$ cat config.mk
export PLATFORM = sky130hd
export DESIGN_NAME = pvprog_seq
export DESIGN_NICKNAME = d
export VERILOG_FILES = /design/src/rtl/pvprog_seq.sv
export SDC_FILE = /design/constraint.sdc
export NUM_CORES = 1
export LEC_CHECK = 0
export BUFFER_PORTS_ARGS = -buffer_cell sky130_fd_sc_hd__buf_2
export CAP_MARGIN = 20
export CORE_MARGIN = 4
export CORE_UTILIZATION = 35
export CTS_CLUSTER_SIZE = 10
export DETAILED_ROUTE_END_ITERATION = 7
export PLACE_DENSITY = 0.58
export SYNTH_ARGS = -nofsm -noshare
export SYNTH_HDL_FRONTEND = slang
export SYNTH_SLANG_ARGS = --single-unit
$ cat constraint.sdc
create_clock -name clk -period 5.61 [get_ports clk]
set_input_delay 0.561 -clock clk [delete_from_list [all_inputs] [get_ports clk]]
set_output_delay 0.561 -clock clk [all_outputs]
set_load 0.01 [all_outputs]
$ cat src/rtl/pvprog_seq.sv
module pvprog_seq #(
  parameter int AW         = 18,
  parameter int DW         = 16,
  parameter int CLK_HZ     = 100_000_000,
  parameter int PULSE_US   = 100,
  parameter int MAX_PULSES = 25
) (
  input  logic          clk,
  input  logic          rst_n,
  input  logic          start,
  output logic          busy,
  output logic          done,
  output logic          fail,
  output logic [AW-1:0] fail_addr,
  output logic          img_req,
  output logic [AW-1:0] img_addr,
  input  logic [DW-1:0] img_data,
  output logic [AW-1:0] mem_addr,
  output logic [DW-1:0] mem_wdata,
  input  logic [DW-1:0] mem_rdata,
  output logic          prog_n,
  output logic          mem_oe,
  output logic [1:0]    vsel
);
  localparam int PW_RAW = (CLK_HZ / 1000) * PULSE_US / 1000;
  localparam int PW     = (PW_RAW < 1) ? 1 : PW_RAW;
  localparam int TW     = $clog2(PW + 1);
  localparam int CW     = $clog2(MAX_PULSES + 1);
  localparam logic [AW-1:0] LAST = {AW{1'b1}};

  typedef enum logic [3:0] {
    S_IDLE, S_FETCH, S_LOAD, S_GAP1, S_PULSE, S_GAP2, S_VERIFY,
    S_VFETCH, S_VLOAD, S_VREAD
  } state_t;

  state_t        state;
  logic [AW-1:0] addr;
  logic [DW-1:0] word;
  logic [CW-1:0] pcnt;
  logic [TW-1:0] tcnt;

  wire in_final = (state == S_VFETCH) || (state == S_VLOAD) || (state == S_VREAD);

  assign busy      = state != S_IDLE;
  assign img_req   = (state == S_FETCH) || (state == S_VFETCH);
  assign img_addr  = addr;
  assign mem_addr  = addr;
  assign mem_wdata = word;
  assign prog_n    = state != S_PULSE;
  assign mem_oe    = (state == S_VERIFY) || (state == S_VREAD);
  assign vsel      = !busy ? 2'b00 : (in_final ? 2'b10 : 2'b01);

  always_ff @(posedge clk or negedge rst_n) begin
    if (!rst_n) begin
      state     <= S_IDLE;
      addr      <= '0;
      word      <= '0;
      pcnt      <= '0;
      tcnt      <= '0;
      done      <= 1'b0;
      fail      <= 1'b0;
      fail_addr <= '0;
    end else begin
      case (state)
        S_IDLE:
          if (start) begin
            done  <= 1'b0;
            fail  <= 1'b0;
            addr  <= '0;
            state <= S_FETCH;
          end
        S_FETCH: state <= S_LOAD;
        S_LOAD: begin
          word <= img_data;
          pcnt <= '0;
          if (img_data == {DW{1'b1}}) begin
            if (addr == LAST) begin
              addr  <= '0;
              state <= S_VFETCH;
            end else begin
              addr  <= addr + 1'b1;
              state <= S_FETCH;
            end
          end else begin
            state <= S_GAP1;
          end
        end
        S_GAP1: begin
          tcnt  <= '0;
          state <= S_PULSE;
        end
        S_PULSE: begin
          tcnt <= tcnt + 1'b1;
          if (tcnt == TW'(PW - 1)) begin
            pcnt  <= pcnt + 1'b1;
            state <= S_GAP2;
          end
        end
        S_GAP2: state <= S_VERIFY;
        S_VERIFY:
          if (mem_rdata == word) begin
            if (addr == LAST) begin
              addr  <= '0;
              state <= S_VFETCH;
            end else begin
              addr  <= addr + 1'b1;
              state <= S_FETCH;
            end
          end else if (pcnt == CW'(MAX_PULSES)) begin
            fail      <= 1'b1;
            fail_addr <= addr;
            state     <= S_IDLE;
          end else begin
            state <= S_GAP1;
          end
        S_VFETCH: state <= S_VLOAD;
        S_VLOAD: begin
          word  <= img_data;
          state <= S_VREAD;
        end
        S_VREAD:
          if (mem_rdata != word) begin
            fail      <= 1'b1;
            fail_addr <= addr;
            state     <= S_IDLE;
          end else if (addr == LAST) begin
            done  <= 1'b1;
            state <= S_IDLE;
          end else begin
            addr  <= addr + 1'b1;
            state <= S_VFETCH;
          end
        default: state <= S_IDLE;
      endcase
    end
  end
endmodule

==> summary.md, run 1 <==
| Metric | Value |
|---|---|
| TritonCTS clock tree | yes |
| Critical-path top delay cell | nor4_1 |
| Total global routing overflow | 0 |
| Clock power share | 0.293 |
| Final min period | 2570 ps |
| Mapped Nets | 434 |
| Post-synth EDFFs | 0 |
| Max transition margin | 0.350 |
| Detailed Routing Iterations Pass 1 | 4 |
| Predominant post-synthesis flop cell | dfrtp_1 |
| PwrDens | 408 mW/mm^2 |
| Async set or reset register ratio after synthesis | 1.00 |
| Initial core utilization | 0.359 |
| Crit Path Max Fanout | 19 |
| Critical Path RT | 5050 ps |
| Placement row count | 39 |
| Detailed router's first-iteration violation count | 179 |
| Clk sinks | 77 |
| Antenna violations before repair | 1 |
| First-pass GRT wire length | 15900 um |
| CTS clk-pin slew, worst paths | 60 ps |
| Core area | 0.0115 sq mm |
| Routed Wire Length | 9910 um |
| Worst path max stage delay | 710 ps |
| Reg area | 0.00193 sq mm |
| Ports | 113 |
| Max Freq | 0.389 GHz |
| H-tree depth | 3 |
| Endpoints failing hold | 0 |
| CP Cell Sequence | nor4_1 -> nor2_1 -> buf_2 |
| Vias | 3287 |
| Share of layout cells above drive strength 1 | 0.315 |
| Post-route cell area | 0.00497 sq mm |
| Final setup fails | 0 |
| Ant. Diodes | 0 |
| Gpl congestion | 0.766 |
| Finished Core Util | 0.433 |
| CTS Buf Count | 9 |
| Maxcap violations | 0 |
| Kind of critical path | flip-flop to primary output |
| Horiz. Die Dim | 116 um |
| Post_cts resized | 0 |
| Clk_lat worst skew | 330 ps |
| Detailed-placement wirelength estimate | 7280 um |
| Avg Cell Area, Syn | 10.4 sq um |
| Worst clock skew | 11.8 ps |
| RSZ-0062 raised after global routing | no |
| #FFs+latches synth | 77 |
| # fillers | 1114 |
| Post-CTS Setup Inserts | 0 |
| Nets | 526 |
| Synth unique cells | 56 |
| WP data arrival | 2010 ps |
| Number of global-route vias before repair | 3137 |
| Switch Pwr | 745 uW |
| Maximum VDD drop | 195 uV |
| Leak pwr | 2.40 nW |
| Area of the multi-input gates | 0.00197 sq mm |
| CTS Root Cell | clkbuf_16 |
| DP Area | 0.00466 sq mm |
| Vias per inst | 5.18 |
| Seq/Total Area, Yosys | 0.469 |
| Cells after synthesis | 395 |
| Least-Margin Pin Slew | 975 ps |
| Worst Setup Start Kind | flip-flop |
| # hold bufs at CTS | 0 |
| IO Port Bufs | 112 |
| Routed Antenna Nets | 0 |
| Class of the worst hold path | input pin to async pin |
| Die Y-Extent | 116 um |
| Total GRT Usage | 0.148 |
| Switch share | 0.368 |
| Largest net degree at the start of global routing | 78 |
| Internal power | 1.28 mW |
| DR DRC count | 0 |
| Die ar. | 0.0135 sq mm |
| P&R area growth vs syn | 20.8% |
| Run status | completed |
| Critical Path End Type | primary output |
| Post-Route Setup TNS | 0 ps |
| Combinational share of power | 0.324 |
| Count of pins over their slew limit | 0 |
| Final period util | 0.459 |
| CTS Buffer Depth | 2 |
| Sequential Power Share | 0.383 |
| YS warnings | 0 |
| Post-Synthesis Cell Area | 0.00411 sq mm |
| WL/cell | 15.6 um |
metal layers:
metal,GRT usage,up-vias,routed length [um]
met5,0,-,7
met2,0.222,87,4380
li1,-,1607,-
met3,0.0394,11,639
met4,0.0418,2,101
met1,0.210,1580,4780
power groups by stage:
stage	logic, mW	clock network (mW)	registers [mW]
2_1_floorplan	0.470	0	0.769
6_report	0.657	0.593	0.775
3_3_place_gp	0.650	0	0.780
5_1_grt	0.737	0.635	0.790
4_1_cts	0.665	0.612	0.774
3_5_place_dp	0.662	0	0.785
layout make-up:
cell class	instances	area share
clock buffer	10	0.0481
clock inverter	6	0.0141
inverter	4	0.00302
multi-input combinational	282	0.396
sequential	77	0.388
tap	143	0.0360
timing repair buffer	113	0.115
critical path, delay by kind of cell (launching register included):
| kind | cells | cell delay (ps) |
|---|---|---|
| simple gates | 2 | 880 |
| flops | 1 | 610 |
| buf+inv | 1 | 180 |
through the flow:
step	total power [mW]	instances	worst slack, ps	hold WS, ps
after floorplan	1.24	395	3380	265
after global placement	1.43	619	2910	461
after detailed placement	1.45	619	2780	467
after CTS	2.05	635	3020	435
after global routing	2.16	635	2880	456
final	2.02	635	3040	397
cell families (layout without fill, tap and decap cells):
| logic type | count (synthesis) | count (layout) | synth area share |
|---|---|---|---|
| AO/OA/AOI/OAI | 63 | 63 | 0.0980 |
| flip-flops | 77 | 77 | 0.469 |
| adder cells (fa/ha/maj) | 4 | 4 | 0.0122 |
| buffers and inverters | 36 | 133 | 0.0527 |
| XOR/XNOR | 21 | 21 | 0.0447 |
| multiplexers | 40 | 40 | 0.108 |
| AND/OR/NAND/NOR | 154 | 154 | 0.216 |
sequential cells by signal, indices dropped and copies added, names as in the netlist:
register	cells
tcnt	14
fail_addr	18
fail	1
state	4
pcnt	5
done	1
img_addr	18
mem_wdata	16
cell usage in the layout (no fill, tap or decap), types with 8 or more instances in the layout:
cell type / n
buf_2: 111
dfrtp_1: 77
nand2_1: 31
mux2_1: 28
nor2_1: 27
nand3_1: 26
xor2_1: 20
o21ai_0: 17
nand4_1: 12
o21ai_1: 12
a21oi_1: 9
clkbuf_16: 9
o31ai_1: 8
worst paths after layout:
path / start / endpoint / slack, ps / depth (start not counted)
worst max-delay path: state[1] / vsel[0] / 3040 / 3
worst min-delay path: rst_n / fail_addr[10] / 400 / 1
worst max register to register: mem_wdata[5] / fail_addr[13] / 3060 / 5
worst min register to register: tcnt[13] / tcnt[13] / 470 / 1
max in group asynchronous: rst_n / fail_addr[4] / 4600 / 1
min in group clk: img_data[5] / mem_wdata[5] / 450 / 2
synthesized netlist by cell type (all sizes together) (5+ instances only):
master  count  area [sq um]
or4         6          45.0
buf        27           183
nand3      27           140
xor2       20           175
nor2       28           113
o21ai      29           145
nand2b      8          52.6
mux2       34           383
nor4        8          93.8
dfrtp      77          1930
nor3        5          30.0
o31ai       8          60.1
nand4      14           109
clkbuf      5          18.8
nand2      31           116
and3        7          43.8
a21oi       9          45.0
mux2i       6          60.1
or3         5          36.3
(Power assumes the default switching activity.)
==> inputs of run 2 (changes only) <==
- ABC_AREA: unset -> 1
- PLACE_DENSITY: 0.58 -> 0.57
- clock period: 5.61 -> 2.5 ns (I/O delays scaled with it)
==> summary.md, run 2 <==
| Metric | Value |
|---|---|
| Largest net degree at the start of global routing | 43 (-45%) |
| Max Freq | 0.444 GHz |
| Seq/Total Area, Yosys | 0.416 (-0.0524) |
| RSZ-0062 raised after global routing | no |
| Gpl congestion | 0.934 (+22%) |
| Complex-gate fraction of the synthesized area | 0.123 (+0.0247) |
| PwrDens | 963 mW/mm^2 (+140%) |
| H-tree depth | 3 (unchanged) |
| Predominant post-synthesis flop cell | dfrtp_1 |
| Total GRT Usage | 0.166 (+0.0180) |
| Count of pins over their slew limit | 0 (unchanged) |
| CP Cell Sequence | ha_1 -> nand2_1 -> nor2_1 -> nand2_1 -> nor2_2 -> nand3_1 -> nand3_4 -> nor2_8 -> nand2_1 -> nand2_1 |
| Avg Cell Area, Syn | 7.23 sq um (-31%) |
| YS warnings | 0 (unchanged) |
| #FFs+latches synth | 77 (unchanged) |
| Worst path max stage delay | 440 ps (-270 ps) |
| Most frequent CP cell | nand2_1 |
| CTS Buffer Depth | 2 (unchanged) |
| Commonest non-fill, non-tap cell in the layout | nand2_1 |
| Multiplexer share of the synthesized area | 0.00216 (-0.106) |
| Final hold slack | 139 ps (-259 ps) |
| CTS Root Cell | clkbuf_16 |
| Vias | 4332 (+32%) |
| Main combinational cell family by area after synthesis | simple AND/OR/NAND/NOR gates |
| Post-CTS Setup Inserts | 0 (unchanged) |
| Final setup fails | 0 (unchanged) |
| Antenna violations before repair | 1 (unchanged) |
| Critical-path top delay cell | dfrtp_1 |
| Detailed-placement wirelength estimate | 9200 um (+26%) |
| Critical Path RT | 2720 ps (-2330 ps) |
| Reg2reg path depth | 10 (+5) |
| Endpoints failing hold | 0 (unchanged) |
| Ant. Diodes | 0 (unchanged) |
| Commonest cells in the netlist | 198 x nand2_1, 77 x dfrtp_1, 74 x inv_1 |
| TritonCTS clock tree | yes |
| Clk_lat worst skew | 340 ps (about the same) |
| Synth top area cells | dfrtp_1 42%, nand2_1 16%, inv_1 6.0%, o21ai_0 5.2%, nand3_1 4.8% |
| Post-Route Setup TNS | 0 ps (unchanged) |
| WL/cell | 13.3 um (-15%) |
| Least-Margin Pin Slew | 641 ps (-334 ps) |
| Synth top area share | 0.416 (-0.0524) |
| Die Y-Extent | 123 um (+5.7%) |
| Leak pwr | 2.92 nW (+22%) |
| Share of layout cells above drive strength 1 | 0.207 (-0.108) |
| Initial core utilization | 0.362 (+0.00389) |
| IO Port Bufs | 112 (unchanged) |
| Run status | completed |
| Commonest non-fill, non-tap cells in the layout | 197 x nand2_1, 111 x buf_2, 77 x dfrtp_1 |
| Routed Wire Length | 12200 um (+23%) |
| Post-Synth XOR/XNOR Area | 0.0227 (-0.0220) |
| Worst Setup Start Kind | flip-flop |
| Die ar. | 0.0151 sq mm (+12%) |
| Critical Path End Type | flip-flop |
| DR DRC count | 0 (unchanged) |
| Horiz. Die Dim | 123 um (+5.7%) |
| CTS clk-pin slew, worst paths | 60 ps (about the same) |
| Class of the worst hold path | input pin to flip-flop |
| Detailed Routing Iterations Pass 1 | 5 (+1) |
| Worst Hold Endpoint | mem_wdata[10] |
| Critical R2R Capture | img_addr[10] |
| Synth Area in Adders | 0.0108 (-0.00136) |
| Post-synth EDFFs | 0 (unchanged) |
| Crit Path Max Fanout | 19 (unchanged) |
| Reg2Reg Setup Slack | 250 ps (-2810 ps) |
| Cell taking the most area after synthesis | dfrtp_1 |
| Core area | 0.0128 sq mm (+11%) |
| Most numerous cell in the Yosys netlist | nand2_1 |
| Cells after synthesis | 640 (+62%) |
| First-pass GRT wire length | 20100 um (+26%) |
| Critical R2R Launch | img_addr[1] |
| Clk sinks | 77 (unchanged) |
| Kind of critical path | flip-flop to flip-flop |
| Routed Antenna Nets | 0 (unchanged) |
| Number of global-route vias before repair | 4133 (+32%) |
| CP Launch Point | img_addr[1] |
| CTS Buf Count | 9 (unchanged) |
| WP data arrival | 2470 ps (+460 ps) |
| Async set or reset register ratio after synthesis | 1.00 (unchanged) |
| HP Start | img_data[10] |
| Vias per inst | 4.73 (-8.5%) |
| Detailed router's first-iteration violation count | 234 (+31%) |
| Post-Synthesis Cell Area | 0.00463 sq mm (+13%) |
| Final min period | 2250 ps |
| Maximum VDD drop | 421 uV (+120%) |
| WHS Path Cells | 3 |
| Max transition margin | 0.572 (+0.222) |
| Total global routing overflow | 0 (unchanged) |
| Final period util | 0.901 |
| P&R area growth vs syn | 20.9% (about the same) |
| Synth unique cells | 36 (-36%) |
| Worst clock skew | 8.27 ps (-3.53 ps) |
| Post-Synth Simple-Gate Area | 0.314 (+0.0980) |
| Mapped Nets | 679 (+56%) |
| Ports | 113 (unchanged) |
| Maxcap violations | 0 (unchanged) |
| Nets | 778 (+48%) |
| Placement row count | 41 (+5.1%) |
run 2: cell types whose count changed after synthesis, sizes merged, moves of 10 or more:
cell and change:
nand2 +170, o21bai +17, inv +75, nand3 +20
o21ai +26, nor2 +30, xor2 -10, mux2 -34
run 2: stage by stage:
| stage | utilization | instance area, sq um | setup slack (ps) | instances | total power, mW |
|---|---|---|---|---|---|
| after global routing | 0.438 | 5600 | 8.05 | 915 | 5.82 |
| after CTS | 0.438 | 5590 | 262 | 915 | 5.46 |
| after detailed placement | 0.411 | 5250 | 286 | 899 | 3.96 |
| final | 0.438 | 5600 | 248 | 915 | 5.39 |
| after floorplan | - | 4630 | 532 | 640 | 3.26 |
| after global placement | 0.411 | 5250 | 323 | 899 | 3.92 |
run 2: cell families (layout without fill, tap and decap cells):
kind of cell	count (synthesis)	count (layout)
adders and majority gates	4	4
AOI/OAI and AO/OA	100	100
xor gates and xnor gates	12	12
and+or+nand+nor	335	335
DFF	77	77
buffers and inverters	111	214
muxes	1	1
run 2: cell type report:
cell class                      count  area (sq um)
Sequential cell                    77          1930
Inverter                           79           297
Tap cell                          172           215
Timing Repair Buffer              120           638
Multi-Input combinational cell    452          2190
Clock buffer                       10           229
Clock inverter                      5           100
Fill cell                        1322          7180
run 2: worst max-delay path: cells and delay by family, from the launching register on:
kind | cells | cell delay (ps)
simple gates | 9 | 1440
flops | 1 | 440
fa+ha+maj | 1 | 260
run 2: worst max path at each step:
stage,end,cells past startpoint
final,img_addr[10],10
after floorplan,img_addr[3],11
after CTS,state[0],10
after global routing,img_addr[7],10
after detailed placement,state[0],10
after global placement,state[0],10
run 2: timing repair:
| action | 4_1_cts | 5_1_grt |
|---|---|---|
| hold buffers | 1 | 0 |
| gates resized for setup | 0 | 1 |
| endpoints found under the setup margin | 0 | 2 |
| endpoints found under the hold margin | 35 | 0 |
run 2: metal layers:
| layer | global-route usage | wire length, um | share of wire | vias up |
|---|---|---|---|---|
| li1 | - | - | - | 2238 |
| met4 | 0.0478 | 159 | 0.013 | 2 |
| met3 | 0.0416 | 770 | 0.063 | 12 |
| met1 | 0.240 | 6070 | 0.50 | 1944 |
| met5 | 0 | 13 | 0.0011 | - |
| met2 | 0.245 | 5180 | 0.42 | 136 |
run 2: power breakdown:
group	total, mW	leakage (nW)	switching (mW)	internal [mW]
sequential	1.83	1.03	0.241	1.59
clock	1.47	0.162	0.505	0.966
combinational	2.09	1.73	1.40	0.694
total	5.39	2.92	2.14	3.25
